<file path="src/rtl/tbl_ramp_adc.sv">
module tbl_ramp_adc #(
  parameter int SWEEP_W = 4,
  parameter int SEL_W   = 2,
  parameter int CODE_W  = 8
) (
  input  logic                     clk,
  input  logic                     rst_n,
  input  logic                     cmp_in,
  input  logic [SEL_W-1:0]         char_sel,
  input  logic                     tbl_we,
  input  logic [SEL_W+SWEEP_W-1:0] tbl_addr,
  input  logic [CODE_W-1:0]        tbl_wdata,
  output logic [CODE_W-1:0]        dac_code,
  output logic [SWEEP_W-1:0]       result,
  output logic                     result_valid
);
  localparam int ADDR_W = SEL_W + SWEEP_W;
  localparam int DEPTH  = 1 << ADDR_W;
  localparam logic [SWEEP_W-1:0] LAST = {SWEEP_W{1'b1}};
  localparam logic [SWEEP_W-1:0] TAP  = SWEEP_W'(2);

  logic [CODE_W-1:0]  mem [DEPTH];
  logic [SWEEP_W-1:0] sweep_cnt;
  logic [SWEEP_W-1:0] tap_phase;
  logic [SEL_W-1:0]   sel_hold;
  logic               sync1, sync2, primed;
  logic [SWEEP_W:0]   acc, acc_next;

  assign dac_code  = mem[{sel_hold, sweep_cnt}];
  assign tap_phase = sweep_cnt - TAP;
  assign acc_next  = ((tap_phase == '0) ? '0 : acc) + {{SWEEP_W{1'b0}}, sync2};

  always_ff @(posedge clk or negedge rst_n) begin
    if (!rst_n) begin
      for (int i = 0; i < DEPTH; i++) mem[i] <= '0;
    end else if (tbl_we) begin
      mem[tbl_addr] <= tbl_wdata;
    end
  end

  always_ff @(posedge clk or negedge rst_n) begin
    if (!rst_n) begin
      sweep_cnt <= '0;
      sel_hold  <= '0;
      sync1     <= 1'b0;
      sync2     <= 1'b0;
    end else begin
      sweep_cnt <= sweep_cnt + 1'b1;
      if (sweep_cnt == LAST) sel_hold <= char_sel;
      sync1 <= cmp_in;
      sync2 <= sync1;
    end
  end

  always_ff @(posedge clk or negedge rst_n) begin
    if (!rst_n) begin
      acc          <= '0;
      primed       <= 1'b0;
      result       <= '0;
      result_valid <= 1'b0;
    end else begin
      acc          <= acc_next;
      result_valid <= 1'b0;
      if (tap_phase == '0) primed <= 1'b1;
      if (tap_phase == LAST && primed) begin
        result       <= acc_next[SWEEP_W] ? LAST : acc_next[SWEEP_W-1:0];
        result_valid <= 1'b1;
      end
    end
  end
endmodule

</file>
<file path="config.mk">
export PLATFORM = sky130hd
export DESIGN_NAME = tbl_ramp_adc
export DESIGN_NICKNAME = d
export VERILOG_FILES = /design/src/rtl/tbl_ramp_adc.sv
export SDC_FILE = /design/constraint.sdc
export NUM_CORES = 1
export LEC_CHECK = 0
export BUFFER_PORTS_ARGS = -buffer_cell sky130_fd_sc_hd__buf_2
export CORE_AREA = 2 2 201 203
export DETAILED_ROUTE_END_ITERATION = 6
export DIE_AREA = 0 0 203 205
export MAX_ROUTING_LAYER = met4
export PLACE_DENSITY = 0.87
export SLEW_MARGIN = 20
export SYNTH_ARGS = -nofsm -noshare
export SYNTH_HDL_FRONTEND = slang
export SYNTH_SLANG_ARGS = --single-unit
</file>
<file path="constraint.sdc">
create_clock -name clk -period 3.6 [get_ports clk]
set_clock_uncertainty 0.05 [all_clocks]
set_input_delay 0.36 -clock clk [delete_from_list [all_inputs] [get_ports clk]]
set_output_delay 0.36 -clock clk [all_outputs]
set_load 0.02 [all_outputs]
</file>
; Word-level counts from Yosys, hierarchy flattened
; Index checks and enable logic that the tools add are counted.
[word_totals]
reg_bits = 531
latch_bits = 0
ram_bits = 0
rom_bits = 0
in_bits = 20
output_inout_bits = 13
elab_cells = 94
n_memories = 0
[op_classes]
n_addsub = 3
multipliers = 0
n_div = 0
magnitude_cmp = 3
n_eq_ne = 2
shifts = 0
mux = 9
bitwise = 2
reduce_logical = 3
[ops]
columns = operator, n
row1 = 512-bit bitwise mux, 1
row2 = 8-bit binary-select mux with 6-bit select, 1
row3 = 8-bit demux with 6-bit select, 1
row4 = 8-bit two-way mux, 3
row5 = "7-bit >= comparator, second input constant", 2
row6 = 6-bit NOT with 7-bit output, 2
row7 = "4-bit equality test, second input constant", 2
row8 = "7-bit by 1-bit less-than comparator with 1-bit output, second input constant", 1
row9 = 5-bit by 1-bit adder with 5-bit output, 1
row10 = 5-bit two-way mux, 1
row11 = "4-bit by 1-bit adder with 4-bit output, second input constant", 1
row12 = 4-bit logical NOT, 1
row13 = 4-bit two-way mux, 1
row14 = "4-bit by 2-bit subtractor with 4-bit output, second input constant", 1
row15 = 1-bit logical AND, 2
row16 = 1-bit two-way mux, 1

; Logic depth before layout (Yosys ltp)
[depth]
word_depth = 6
ltp_mapped = 16
mapped_depth_nobuf = 12

; Least setup slack after synthesis
; No wires, ideal clock.
[synth_timing]
path_kind = register to register
from = register sweep_cnt[0]
to = register result[2]
setup_ns = 0.078
t_arrival_ns = 2.678
required_ns = 3.472
path_slack_ns = 0.794
path_stages_with_launch = 17
n_path_buf = 5
period_less_slack_ns = 2.806
path_cell_list = dfrtp_1 -> buf_6 -> buf_8 -> buf_6 -> buf_6 -> buf_6 -> inv_1 -> ha_1 -> and3_1 -> nor2b_1 -> ha_1 -> ha_1 -> nand3_1 -> xor2_1 -> nor2_1 -> nor2_1 -> a21oi_1
[synth_between]
elab_chain_cells = 5
word_cells_on_any_way = 7
classes_between = 2 x add/sub / 1 x eq/ne / 2 x mux / 2 x reduce/logical
[synth_rtl]
columns = element, line
row1 = start: declaration, 23  ; logic [SWEEP_W-1:0] sweep_cnt;
row2 = start signal: assignment, 48  ; sweep_cnt <= sweep_cnt + 1'b1;
row3 = 4-bit by 2-bit subtractor with 4-bit output, 30  ; assign tap_phase = sweep_cnt - TAP;
row4 = 4-bit logical NOT, 31  ; assign acc_next = ((tap_phase == '0) ? '0 : acc) + {{SWEEP_W{1'b0}}, sync2};
row5 = 5-bit two-way mux, 31
row6 = 5-bit by 1-bit adder with 5-bit output, 31
row7 = named net acc_next[4], 27  ; logic [SWEEP_W:0] acc, acc_next;
row8 = 4-bit two-way mux, 66  ; result <= acc_next[SWEEP_W] ? LAST : acc_next[SWEEP_W-1:0];
row9 = end signal: assignment, 66
row10 = end: declaration, 14  ; output logic [SWEEP_W-1:0] result,
; The timed path passes the listed nets, and every way through them passes these cells.
; A chain may end at the register's enable or synchronous reset.

; Final worst setup path
[layout_timing]
from = register sweep_cnt[0]
to = output port dac_code[6]
[layout_between]
elab_chain_cells = 4
[layout_rtl]
columns = element, line
row1 = 6-bit NOT with 7-bit output (implied by the code), 29  ; assign dac_code = mem[{sel_hold, sweep_cnt}];
row2 = 8-bit binary-select mux with 6-bit select, 29
row3 = 8-bit two-way mux (implied by the code) (2 in series), 29
row4 = end: declaration, 13  ; output logic [CODE_W-1:0] dac_code,
; Every way passes these cells. The select of a mux whose other input is x is not followed.

==> load_flow_metrics.sql <==
INSERT INTO impl_metrics (metric_group, metric, value, unit) VALUES
('critical_path', 'timing.reg2reg.worst_path_depth', '13', ''),
('synth', 'post_synth_design_cell_area', '0.0246', 'mm^2'),
('route', 'post_drt_wl_per_cell', '27.3', 'um'),
('clocking', 'tritoncts', 'built', ''),
('timing', 'setup-violations-final', '1', ''),
('die', 'die_w', '203', 'um'),
('timing', 'holdWs', '300', 'ps'),
('critical_path', 'reg2reg_setup_slack', '520', 'ps'),
('die', 'fp.coreArea', '0.0394', 'mm^2'),
('run', 'cap_viol_max_count', '0', ''),
('route', 'drt.antenna.violating_nets', '0', ''),
('critical_path', 'cp_max_fo', '26', ''),
('critical_path', 'cp-startpoint', 'sweep_cnt[0]', ''),
('synth', 'ys_top_cells_by_count', '540 x sky130_fd_sc_hd__mux2_2, 531 x sky130_fd_sc_hd__dfrtp_1, 91 x sky130_fd_sc_hd__mux2i_1', ''),
('grt', 'grt_overflow_total', '0', ''),
('outcome', 'violations_in_the_final_reports', 'negative setup slack', ''),
('die', 'die_area', '0.0416', 'mm^2'),
('synth', 'ys_top_cells_by_area', 'sky130_fd_sc_hd__dfrtp_1 54%, sky130_fd_sc_hd__mux2_2 25%, sky130_fd_sc_hd__mux4_2 6.1%', ''),
('grt', 'grt_max_degree', '120', ''),
('timing', 'max_slew_violations', '0', ''),
('synth', 'synth_nets', '1699', ''),
('synth', 'syn-instance-count', '1672', ''),
('clocking', 'clkLatencyLatePin', '570', 'ps'),
('clocking', 'cts-htree-levels', '2', ''),
('die', 'die_y', '205', 'um'),
('finish', 'utilization', '69.3', '%'),
('timing', 'min_cycle_time_layout', '3620', 'ps'),
('synth', 'synthesis.area_per_instance', '14.7', 'um^2'),
('timing', 'final.setup.tns', '-22.0', 'ps'),
('synth', 'synth_top_flop_cell', 'sky130_fd_sc_hd__dfrtp_1', ''),
('finish', 'antennaDiodeCount', '0', ''),
('die', 'number_of_top_level_pins', '33', ''),
('synth', 'synth_simple_gate_area_share', '3.39', '%'),
('worst_hold_path', 'holdPathStages', '0', ''),
('finish', 'drive_above_1_share', '48.8', '%'),
('route', 'drt_drc_violations_left', '0', ''),
('synth', 'ys_async_sr_fraction', '100', '%'),
('timing', 'worst_slack', '-22.0', 'ps'),
('route', 'totalWireLength', '62000', 'um'),
('timing', 'worst_slew_margin_rel', '24.5', '%'),
('synth', 'synthXorXnorAreaFrac', '0.214', '%'),
('route', 'routed_via_density', '6.65', ''),
('finish', 'flow.area_growth_from_synthesis', '10.9', '%'),
('route', 'via_count', '15100', ''),
('synth', 'synth_top_family_by_area', 'multiplexers', ''),
('synth', 'synth_edf_count', '0', ''),
('synth', 'post-synth-top-area-cell', 'sky130_fd_sc_hd__dfrtp_1', ''),
('timing', 'timing.final.hold_violations', '0', ''),
('critical_path', 'critical_path.cell_chain', 'buf_12, buf_8, buf_4, mux4_2, a21oi_1, a21o_1, o32ai_2, buf_2', ''),
('grt', 'first_pass_grt_wire_length', '97000', 'um'),
('worst_hold_path', 'hold-path-endpoint', 'sync2', ''),
('synth', 'seq_area_frac_synth', '54.0', '%'),
('route', 'drt_first_iter_violations', '1485', ''),
('power', 'worst_ir_drop_vdd', '0.000462', 'V'),
('placement', 'placement.io_buffers', '32', ''),
('grt', 'first_global_vias', '16300', ''),
('grt', 'globalRouteTotalUtil', '31.7', '%'),
('critical_path', 'reg2reg_to', 'result[2]', ''),
('synth', 'synth.most_common_cell', 'sky130_fd_sc_hd__mux2_2', ''),
('finish', 'final.fill_count', '2424', ''),
('critical_path', 'timing.critical_path.to_type', 'output port', ''),
('power', 'static_leakage', '13.1', 'nW'),
('placement', 'gpl.final_weighted_congestion', '0.899', ''),
('critical_path', 'crit-reg2reg-launch', 'sweep_cnt[0]', ''),
('finish', 'nets', '1736', ''),
('outcome', 'status', 'complete, but fails checks', ''),
('synth', 'synth_compound_gate_area_share', '4.09', '%'),
('grt', 'antenna_found_initial', '0', ''),
('timing', 'max_clock_freq', '0.276', 'GHz'),
('synth', 'synth_mux_area_share', '35.0', '%'),
('synth', 'number_of_warnings_reported_in_the_yosys_synthesis_log', '0', '');
==> sequential cells by signal (all words and copies together), names as in the netlist <==
register and flops:
mem 512, result_valid 1, acc 5, sel_hold 2
sweep_cnt 4, result 4, sync2 1, primed 1
sync1 1
==> cells in the final DEF, fill, tap and decap left out, types with 16 or more instances in the layout <==
cell / instances
sky130_fd_sc_hd__a211oi_1: 19
sky130_fd_sc_hd__a21oi_1: 16
sky130_fd_sc_hd__buf_2: 30
sky130_fd_sc_hd__buf_4: 63
sky130_fd_sc_hd__clkbuf_16: 51
sky130_fd_sc_hd__clkbuf_8: 19
sky130_fd_sc_hd__dfrtp_1: 528
sky130_fd_sc_hd__mux2_2: 540
sky130_fd_sc_hd__mux2i_1: 91
sky130_fd_sc_hd__mux4_2: 67
sky130_fd_sc_hd__nand2_1: 71
sky130_fd_sc_hd__nor2_1: 18
sky130_fd_sc_hd__nor2_2: 17
sky130_fd_sc_hd__o22ai_1: 20
==> worst max-delay path by stage <==
stage	endpoint	cells past startpoint
finish	dac_code[6]	8
global route	dac_code[6]	8
CTS	dac_code[6]	8
detailed placement	dac_code[7]	6
global placement	dac_code[7]	8
floorplan	result[2]	16
==> cells by family (layout without fill, tap and decap cells) <==
kind of cell / after synthesis / count (layout)
compound gates: 134 / 134
simple gates: 157 / 157
buf+inv: 135 / 210
fa+ha+maj: 7 / 7
xor+xnor: 6 / 6
mux: 702 / 702
flops: 531 / 531
==> critical path, delay by kind of cell, from the launching register on <==
family,cells,cell delay [ps]
muxes,1,530
AOI/OAI and AO/OA,3,590
buffers and inverters,4,900
DFF,1,580
==> layout make-up <==
cell class                      count  area, um^2  area share [%]
Multi-Input combinational cell   1006       10700            39.1
Clock inverter                     10         106           0.390
Timing Repair Buffer              113         947            3.47
Tap cell                          525         657            2.41
Inverter                            6        22.5          0.0825
Sequential cell                   531       13300            48.7
Clock buffer                       81        1580            5.79
==> metal layers <==
| metal | global-route usage [%] | part of all wire, % |
|---|---|---|
| met1 | 41.1 | 40 |
| met2 | 49.1 | 48 |
| met3 | 5.66 | 7.4 |
| met4 | 15.1 | 5.1 |
| met5 | - | 0 |
==> report_power, final <==
group / internal, mW / switching [mW]
combinational: 1.00 / 0.880
sequential: 6.79 / 0.441
clock: 3.13 / 2.24
total: 10.9 / 3.56
==> repair_timing <==
item | in CTS | in global routing
gates cloned | 0 | 0
endpoints found under the hold margin | 107 | 0
hold buffers | 4 | 0
buffers inserted | 3 | 2
resized for setup | 13 | 10
endpoints found under the setup margin | 8 | 7
==> through the flow <==
step / setup slack [ps] / power, mW / std cells / instance area [um^2]
floorplan: 794 / 8.47 / 1672 / 24600
global placement: 385 / 8.97 / 2172 / 25400
detailed placement: 310 / 9.14 / 2172 / 25400
CTS: 35.5 / 14.5 / 2270 / 27200
global route: 11.0 / 15.0 / 2272 / 27300
finish: -22.0 / 14.5 / 2272 / 27300
No activity file was read; power rests on OpenSTA's default activity.
